**src/rtl/conv_serial_pkg.sv**
```systemverilog
package conv_serial_pkg;
  typedef enum logic [1:0] {
    CK_IDLE  = 2'd0,
    CK_DELAY = 2'd1,
    CK_RUN   = 2'd2
  } ck_state_e;
endpackage

```
**src/rtl/conv_ctrl.sv**
```systemverilog
module conv_ctrl #(
  parameter int CONV_CYC = 120
) (
  input  logic clk_i,
  input  logic rst_ni,
  input  logic start_req_i,
  output logic idle_o,
  output logic start_o,
  output logic done_o
);
  localparam int CW = $clog2(CONV_CYC + 1);
  localparam logic [CW-1:0] CNT_LAST = CW'(CONV_CYC - 1);

  logic [CW-1:0] cnt_q;
  logic          idle_q;

  always_ff @(posedge clk_i or negedge rst_ni) begin
    if (!rst_ni) begin
      idle_q <= 1'b1;
      cnt_q  <= '0;
    end else if (idle_q) begin
      if (start_req_i) begin
        idle_q <= 1'b0;
        cnt_q  <= '0;
      end
    end else if (cnt_q == CNT_LAST) begin
      idle_q <= 1'b1;
    end else begin
      cnt_q <= cnt_q + 1'b1;
    end
  end

  // requests while converting are dropped here
  assign start_o = idle_q & start_req_i;
  assign done_o  = ~idle_q & (cnt_q == CNT_LAST);
  assign idle_o  = idle_q;
endmodule

```
**src/rtl/sclk_gen.sv**
```systemverilog
module sclk_gen
  import conv_serial_pkg::*;
#(
  parameter int DLY_CYC  = 7,
  parameter int HALF_CYC = 3,
  parameter int NPULSE   = 16
) (
  input  logic clk_i,
  input  logic rst_ni,
  input  logic start_i,
  output logic sclk_o,
  output logic shift_o,
  output logic tag_smp_o
);
  localparam int DW = $clog2(DLY_CYC + 1);
  localparam int PW = $clog2(2 * HALF_CYC);
  localparam int NW = (NPULSE > 1) ? $clog2(NPULSE) : 1;
  localparam logic [DW-1:0] DLY_LAST  = DW'(DLY_CYC - 1);
  localparam logic [PW-1:0] PH_LAST   = PW'(2 * HALF_CYC - 1);
  localparam logic [PW-1:0] PH_HI_END = PW'(HALF_CYC - 1);
  localparam logic [PW-1:0] PH_SHIFT  = PW'(HALF_CYC);
  localparam logic [NW-1:0] PN_LAST   = NW'(NPULSE - 1);

  ck_state_e     st_q;
  logic [DW-1:0] dly_q;
  logic [PW-1:0] ph_q;
  logic [NW-1:0] pn_q;

  always_ff @(posedge clk_i or negedge rst_ni) begin
    if (!rst_ni) begin
      st_q   <= CK_IDLE;
      dly_q  <= '0;
      ph_q   <= '0;
      pn_q   <= '0;
      sclk_o <= 1'b0;
    end else begin
      unique case (st_q)
        CK_IDLE: begin
          if (start_i) begin
            st_q  <= CK_DELAY;
            dly_q <= '0;
          end
        end
        CK_DELAY: begin
          if (dly_q == DLY_LAST) begin
            st_q   <= CK_RUN;
            ph_q   <= '0;
            pn_q   <= '0;
            sclk_o <= 1'b1;
          end else begin
            dly_q <= dly_q + 1'b1;
          end
        end
        CK_RUN: begin
          if (ph_q == PH_LAST) begin
            ph_q <= '0;
            if (pn_q == PN_LAST) begin
              st_q   <= CK_IDLE;
              sclk_o <= 1'b0;
            end else begin
              pn_q   <= pn_q + 1'b1;
              sclk_o <= 1'b1;
            end
          end else begin
            ph_q   <= ph_q + 1'b1;
            sclk_o <= (ph_q < PH_HI_END);
          end
        end
        default: st_q <= CK_IDLE;
      endcase
    end
  end

  // shift one cycle into the low phase so data holds across the falling edge
  assign shift_o   = (st_q == CK_RUN) && (ph_q == PH_SHIFT);
  assign tag_smp_o = (st_q == CK_RUN) && (ph_q == '0) && (pn_q == '0);
endmodule

```
**src/rtl/out_shift.sv**
```systemverilog
module out_shift #(
  parameter int WIDTH = 16
) (
  input  logic             clk_i,
  input  logic             rst_ni,
  input  logic             load_i,
  input  logic             shift_i,
  input  logic             tag_smp_i,
  input  logic             done_i,
  input  logic             chain_i,
  input  logic [WIDTH-1:0] word_i,
  output logic             sout_o
);
  logic [WIDTH-1:0] res_q;
  logic [WIDTH-1:0] sh_q;
  logic             tag_q;

  always_ff @(posedge clk_i or negedge rst_ni) begin
    if (!rst_ni) begin
      res_q <= '0;
      sh_q  <= '0;
      tag_q <= 1'b0;
    end else begin
      if (done_i)    res_q <= word_i;
      if (tag_smp_i) tag_q <= chain_i;
      if (load_i)       sh_q <= res_q;
      else if (shift_i) sh_q <= {sh_q[WIDTH-2:0], tag_q};
    end
  end

  assign sout_o = sh_q[WIDTH-1];
endmodule

```
**src/rtl/conv_serial_tx.sv**
```systemverilog
module conv_serial_tx #(
  parameter int WIDTH    = 16,
  parameter int DLY_CYC  = 7,
  parameter int HALF_CYC = 3,
  parameter int CONV_CYC = 120
) (
  input  logic             clk_i,
  input  logic             rst_ni,
  input  logic             conv_ni,
  input  logic             sel_ni,
  input  logic             mode_ext_i,
  input  logic             chain_i,
  input  logic [WIDTH-1:0] word_i,
  output logic             idle_o,
  output logic             sclk_o,
  output logic             sout_o
);
  logic start_req, start, done, shift, tag_smp;

  assign start_req = ~conv_ni & ~sel_ni & ~mode_ext_i;

  conv_ctrl #(.CONV_CYC(CONV_CYC)) u_ctrl (
    .clk_i      (clk_i),
    .rst_ni     (rst_ni),
    .start_req_i(start_req),
    .idle_o     (idle_o),
    .start_o    (start),
    .done_o     (done)
  );

  sclk_gen #(.DLY_CYC(DLY_CYC), .HALF_CYC(HALF_CYC), .NPULSE(WIDTH)) u_clk (
    .clk_i    (clk_i),
    .rst_ni   (rst_ni),
    .start_i  (start),
    .sclk_o   (sclk_o),
    .shift_o  (shift),
    .tag_smp_o(tag_smp)
  );

  out_shift #(.WIDTH(WIDTH)) u_shift (
    .clk_i    (clk_i),
    .rst_ni   (rst_ni),
    .load_i   (start),
    .shift_i  (shift),
    .tag_smp_i(tag_smp),
    .done_i   (done),
    .chain_i  (chain_i),
    .word_i   (word_i),
    .sout_o   (sout_o)
  );
endmodule

```
**config.mk**
```make
export PLATFORM = sky130hd
export DESIGN_NAME = conv_serial_tx
export DESIGN_NICKNAME = d
export VERILOG_FILES = /design/src/rtl/conv_serial_pkg.sv /design/src/rtl/conv_ctrl.sv /design/src/rtl/sclk_gen.sv /design/src/rtl/out_shift.sv /design/src/rtl/conv_serial_tx.sv
export SDC_FILE = /design/constraint.sdc
export NUM_CORES = 1
export LEC_CHECK = 0
export BUFFER_PORTS_ARGS = -buffer_cell sky130_fd_sc_hd__buf_2
export CAP_MARGIN = 15
export CORE_MARGIN = 4
export CORE_UTILIZATION = 50
export CTS_CLUSTER_SIZE = 40
export DETAILED_ROUTE_END_ITERATION = 7
export GPL_ROUTABILITY_DRIVEN = 0
export PLACE_DENSITY = 0.77
export SKIP_CTS_REPAIR_TIMING = 1
export SYNTH_ARGS = -nofsm -noshare
export SYNTH_HDL_FRONTEND = slang
export SYNTH_SLANG_ARGS = --single-unit
```
**constraint.sdc**
```tcl
create_clock -name clk_i -period 2.4 [get_ports clk_i]
set_clock_uncertainty 0.15 [all_clocks]
set_input_delay 0.12 -clock clk_i [delete_from_list [all_inputs] [get_ports clk_i]]
set_output_delay 0.12 -clock clk_i [all_outputs]
set_load 0.01 [all_outputs]
```
**Yosys cells after proc, flatten, opt, wreduce, memory -nomap -nowiden**

Index checks and enable logic that the tools add are counted.

- Output and inout port bits: 3
- Flip-flop bits (word level): 54
- Logic and storage cells: 79
- Bits of input ports: 22

- Reduce and logical (&&, ||, !) cells: 14
- Mux-type cells: 27
- Magnitude comparators: 1
- Equality and inequality tests: 15
- Add/sub/neg operators: 4
- Bitwise operators: 8

Operators by type and width:

| kind | number |
|---|---|
| 16-bit two-way mux | 2 |
| 7-bit two-way mux | 3 |
| 3-bit two-way mux | 4 |
| 4-bit two-way mux | 3 |
| 3-bit one-hot mux with 2 select lines | 2 |
| 2-bit by 1-bit != test with 1-bit output, second input constant | 5 |
| 2-bit two-way mux | 4 |
| 4-bit one-hot mux with 2 select lines | 1 |
| 4-bit AND reduction | 2 |
| 7-bit by 1-bit adder with 7-bit output, second input constant | 1 |
| 7-bit == test, second input constant | 1 |
| 3-bit by 1-bit adder with 3-bit output, second input constant | 2 |
| 3-bit == test, second input constant | 2 |
| 1-bit two-way mux | 6 |
| 2-bit != test, second input constant | 3 |
| 2-bit one-hot mux with 3 select lines | 1 |
| 2-bit nonzero test | 3 |
| 4-bit by 1-bit adder with 4-bit output, second input constant | 1 |
| 1-bit AND | 4 |
| 4-bit == test, second input constant | 1 |
| 4-bit zero test | 1 |
| 1-bit inverter | 4 |
| 2-bit AND reduction | 2 |
| 3-bit by 2-bit == test with 1-bit output, second input constant | 1 |
| 8 further kinds | 10 |

**Depth between registers and ports, before layout**

- Depth after elaboration: 6
- Mapped depth: 7
- Gate-level depth less buffers: 5

**Hierarchy**

Synthesis repeated with hierarchy kept, for this count alone.

- Cells, all modules: 242
- Area total of the unflattened synthesis: 2712.6 um^2

By module, submodules not included:

| module | area an instance (um^2) | seq. area each (um^2) | cells an instance | times used |
|---|---|---|---|---|
| out_shift | 1431.4 | 825.8 | 105 | 1 |
| sclk_gen | 793.3 | 325.3 | 84 | 1 |
| conv_ctrl | 478.0 | 201.4 | 52 | 1 |
| conv_serial_tx | 10.0 | 0.0 | 1 | 1 |

**Worst setup path before layout**

OpenSTA, ideal clock, no wires.

- Path kind: register to register
- Start: reg u_ctrl.cnt_q[0]
- End: reg u_shift.res_q[0]
- Slack: 0.559 ns
- Arrival time: 1.566 ns
- Setup time: 0.125 ns
- Required time: 2.125 ns
- Period minus slack after synthesis: 1.841 ns
- Buffers on the path: 1
- Cell stages (with the launch flop): 6
- Cell sequence: dfrtp_1 > ha_1 > nand2_1 > nor3_4 > buf_8 > mux2_2

- Cells in the longest elaborated chain, start to end: 2

RTL lines:

| what | line | RTL |
|---|---|---|
| start, declared | conv_ctrl.sv:14 | `logic [CW-1:0] cnt_q;` |
| start signal, assigned | conv_ctrl.sv:29 | `cnt_q <= cnt_q + 1'b1;` |
| 7-bit == test | conv_ctrl.sv:35 | `assign done_o = ~idle_q & (cnt_q == CNT_LAST);` |
| 1-bit AND | conv_ctrl.sv:35 |  |
| end signal, assigned | out_shift.sv:24 | `if (done_i) res_q <= word_i;` |
| end, declared | out_shift.sv:14 | `logic [WIDTH-1:0] res_q;` |

Every way passes these cells.
A chain may end at the register's enable or synchronous reset.

**Final worst setup path**

- Start: reg u_ctrl.cnt_q[0]
- End: reg u_shift.res_q[1]

Same word-level chain as after synthesis.

==> PnR_summary.wiki <==
{| class="wikitable"
! Metric !! Value
|-
| Chip height || 79.89 um
|-
| Later-pin clock latency in the skew report || 310 ps
|-
| Starting density of the core || 0.5329
|-
| Leak Pwr || 0.001448 uW
|-
| Vias per cell || about 5.3
|-
| Final net count || 304
|-
| TritonCTS clock tree || built
|-
| Sum of net half-perimeters after detailed placement || 3.121 mm
|-
| Post-synthesis cell count || 231
|-
| Required arrival time at the worst endpoint || roughly 2400 ps
|-
| Crit path largest cell delay || about 410 ps
|-
| Sw Share || 0.2157
|-
| Worst-margin pin slew || between 900 and 1000 ps
|-
| GR Util All Layers || 0.1552
|-
| Layout cell share with drive strength beyond 1 || 0.2238
|-
| Combinational group share of total power || 0.041
|-
| Setup total negative slack || 0 ps
|-
| Remaining antenna violation count || 0
|-
| Worst path bufs/invs || 1
|-
| Power density over the cells || 493.4 nW/um^2
|-
| Area of combinational cells with multiple inputs || between 1000 and 1500 um^2
|-
| FP Rows || 25
|-
| Launching element type of the critical path || flop
|-
| Mux contribution to synthesized area || 0.1477
|-
| Main combinational cell family by area after synthesis || simple AND/OR/NAND/NOR gates
|-
| Category of cells accounting for the largest share of critical-path delay || flip-flops
|-
| Maximum fanout encountered on the critical timing path || 17
|-
| Number of clock buffers inserted by TritonCTS || 5
|-
| Arr. time, crit path || 1910 ps
|-
| Via Count || between 1.5k and 2k
|-
| Final antenna diode count || 0
|-
| Pre-antenna DRT Iters || 4
|-
| Synth Area per Inst || 11.18 um^2
|-
| Cell types occupying the most area after synthesis || dfrtp_1, mux2_2, mux2i_1
|-
| Clock Root Buffer || clkbuf_8
|-
| Startpoint-to-endpoint class of the critical path || flop to flop
|-
| Remaining global-route overflow || 0
|-
| Count of state elements after synthesis || between 50 and 60
|-
| Fin. Hold Viols || 0
|-
| Most common cell after layout, fill and taps aside || dfrtp_1
|-
| Via count of the first global-routing pass || 1762
|-
| Maximum clock frequency || 0.5349 GHz
|-
| Area occupied by registers || 1353 um^2
|-
| Worst Slack Setup Final || between 500 and 600 ps
|-
| Post-synthesis share of cell area spent on xor and xnor gates || 0.006780
|-
| Post-synthesis cell type count || 45
|-
| Detailed-route DRC error count || 0
|-
| Highest-count cells in the layout ignoring fill and taps || dfrtp_1, nand2_1, o21ai_0, buf_2, mux2i_1
|-
| TritonCTS Sinks || 54
|-
| Pre-CTS setup slack || 522.6 ps
|-
| Die footprint || 6382 um^2
|-
| Share of the synthesized area in the top cell type || 0.5133
|-
| Number of input and output port buffers inserted || 24
|-
| Netlist area before placement || 2584 um^2
|-
| Total wire length || 4.518 mm
|-
| Portion of the clock cycle consumed by the worst path in the final layout || 0.7789
|-
| Sequential-to-total area share from yosys stat || 0.5235
|-
| First-pass GRT wire length || about 7.8 mm
|-
| YS warnings || 0
|-
| Library cell with the largest summed area after synthesis || dfrtp_1
|-
| Area growth from synthesis to layout || 18.21%
|-
| Die X || roughly 80 um
|-
| # Max-Cap Violations || 0
|-
| Fillers || 391
|-
| Internal Power || 1182 uW
|-
| Finish-stage setup viols || 0
|-
| Final slew viol count || 0
|-
| Clock input transition at the sequential cells of the worst setup and hold paths || 100 ps
|-
| Slew margin rel. || 0.3929
|-
| Maximum number of pins on one net before global-route repair || 44
|-
| Unrepaired setup endpoints after global routing || false
|-
| CP cell instances || ha_1 -> nand2_1 -> nor3_4 -> buf_4 -> mux2_2
|-
| Simple-Gate Fraction of Synth Area || 0.1477
|-
| Worst hold-check path type || input pin to flop
|-
| Min Tclk post-route || 1869 ps
|-
| Max rail drop VDD || 0.3078 mV
|-
| Boundary pin count || 25
|-
| Master of the slowest instance on the critical path || dfrtp_1
|-
| Maximum number of buffers from clock root to sink || 2
|-
| Area of the core || 4848 um^2
|-
| Proportion of power drawn by the clock network || 0.355
|-
| Outcome || completed
|-
| Total nets after synthesis || 259
|-
| Adder and majority gate portion of the synthesized area || 0.02906
|-
| DRT iter0 DRCs || 48
|-
| Crit end category || flop
|-
| Depth of the CTS H-tree || 2
|-
| Share of the synthesized area in compound gates (AO/OA/AOI/OAI) || 0.1099
|-
| Net load switching power || around 330 uW
|-
| Sequential fraction of design power || 0.604
|-
| Wire per inst || 13.13 um
|-
| Number of antenna violations at the first check in global routing || 0
|}
==> Yosys cell counts (all sizes together) <==
| cell type | instances |
|---|---|
| mux2 | 17 |
| a22o | 2 |
| o211ai | 4 |
| a31oi | 2 |
| nand3b | 2 |
| a211oi | 2 |
| clkbuf | 6 |
| xor2 | 2 |
| o311ai | 2 |
| or3 | 2 |
| or4 | 2 |
| nand2 | 30 |
| dfstp | 1 |
| dfrtp | 53 |
| nand4b | 2 |
| mux2i | 19 |
| o31a | 1 |
| or2 | 1 |
| and3b | 1 |
| nor4b | 2 |
| a31o | 1 |
| nor2b | 3 |
| ha | 6 |
| and2 | 1 |
| nand3 | 13 |
| a311oi | 1 |
| inv | 9 |
| a32o | 1 |
| nor3 | 1 |
| o21ai | 25 |
| o31ai | 1 |
| buf | 4 |
| nor3b | 1 |
| a21o | 1 |
| a21oi | 3 |
| nand4 | 1 |
| nor2 | 5 |
| nand2b | 1 |
==> per-stage QoR <==
step	instances	hold slack, ps	power (uW)	instance area (um^2)	utilization
floorplan	231	-325.6	929.7	2584	-
global placement	318	152.3	967.8	2775	0.5724
detailed placement	318	167.7	969.2	2775	0.5724
CTS	326	-177.5	1507	2874	0.5928
global route	344	195.9	1576	3054	0.6299
finish	344	179.7	1507	3054	0.6299
==> tightest hold or removal path: stages <==
cell and delay (ps):
buf_2 110, nor4b_4 50, buf_4 180, nand2_1 70, o21ai_0 60
==> final timing paths <==
path	to	from	slack, ps	depth (start not counted)
worst max-delay path	u_shift.res_q[1]	u_ctrl.cnt_q[0]	530	5
worst min-delay path	u_shift.sh_q[1]	mode_ext_i	180	5
worst max register to register	u_shift.res_q[1]	u_ctrl.cnt_q[0]	530	5
worst min register to register	u_shift.sh_q[1]	u_shift.res_q[1]	340	2
max in group asynchronous	u_clk.ph_q[0]	rst_ni	1120	3
min in group asynchronous	u_shift.res_q[7]	rst_ni	330	2
==> per-layer routing <==
layer	up-vias	track usage	share of wire
met5	-	0	0
met4	0	0.05068	0.014
met3	6	0.03725	0.034
met2	31	0.2517	0.47
met1	882	0.2042	0.48
li1	916	-	-
==> sequential cells by signal, summed over array words and instances, names as in the netlist <==
signal and count:
u_clk.ph_q 3, u_ctrl.idle_o 1, u_ctrl.cnt_q 7, u_clk.dly_q 3
u_shift.tag_q 1, u_shift.res_q 16, u_clk.st_q 2, u_clk.pn_q 4
u_shift.sh_q 16, u_clk.sclk_o 1
==> power by group through the flow <==
stage          Clock [uW]  Sequential [uW]  Combinational, uW
2_1_floorplan           0              928               1.23
3_3_place_gp            0              928               39.3
3_5_place_dp            0              928               40.8
4_1_cts               555              911               40.8
5_1_grt               595              911               69.9
6_report              535              911               61.3
==> cell families (layout without fill, tap and decap cells) <==
logic type / Yosys count / after routing
simple gates: 68 / 68
compound gates: 46 / 46
xor+xnor: 2 / 2
mux: 36 / 36
buf+inv: 19 / 65
fa+ha+maj: 6 / 6
flops: 54 / 54
==> layout make-up <==
type                    count  share of cell area
well taps                  67             0.02745
repair buffers             48              0.1131
clock buffers               6             0.02704
multi-input cells         158              0.3732
inverters                   9             0.01106
flip-flops and latches     54              0.4429
clock inverters             2            0.005326
No activity file was read; power rests on OpenSTA's default activity.
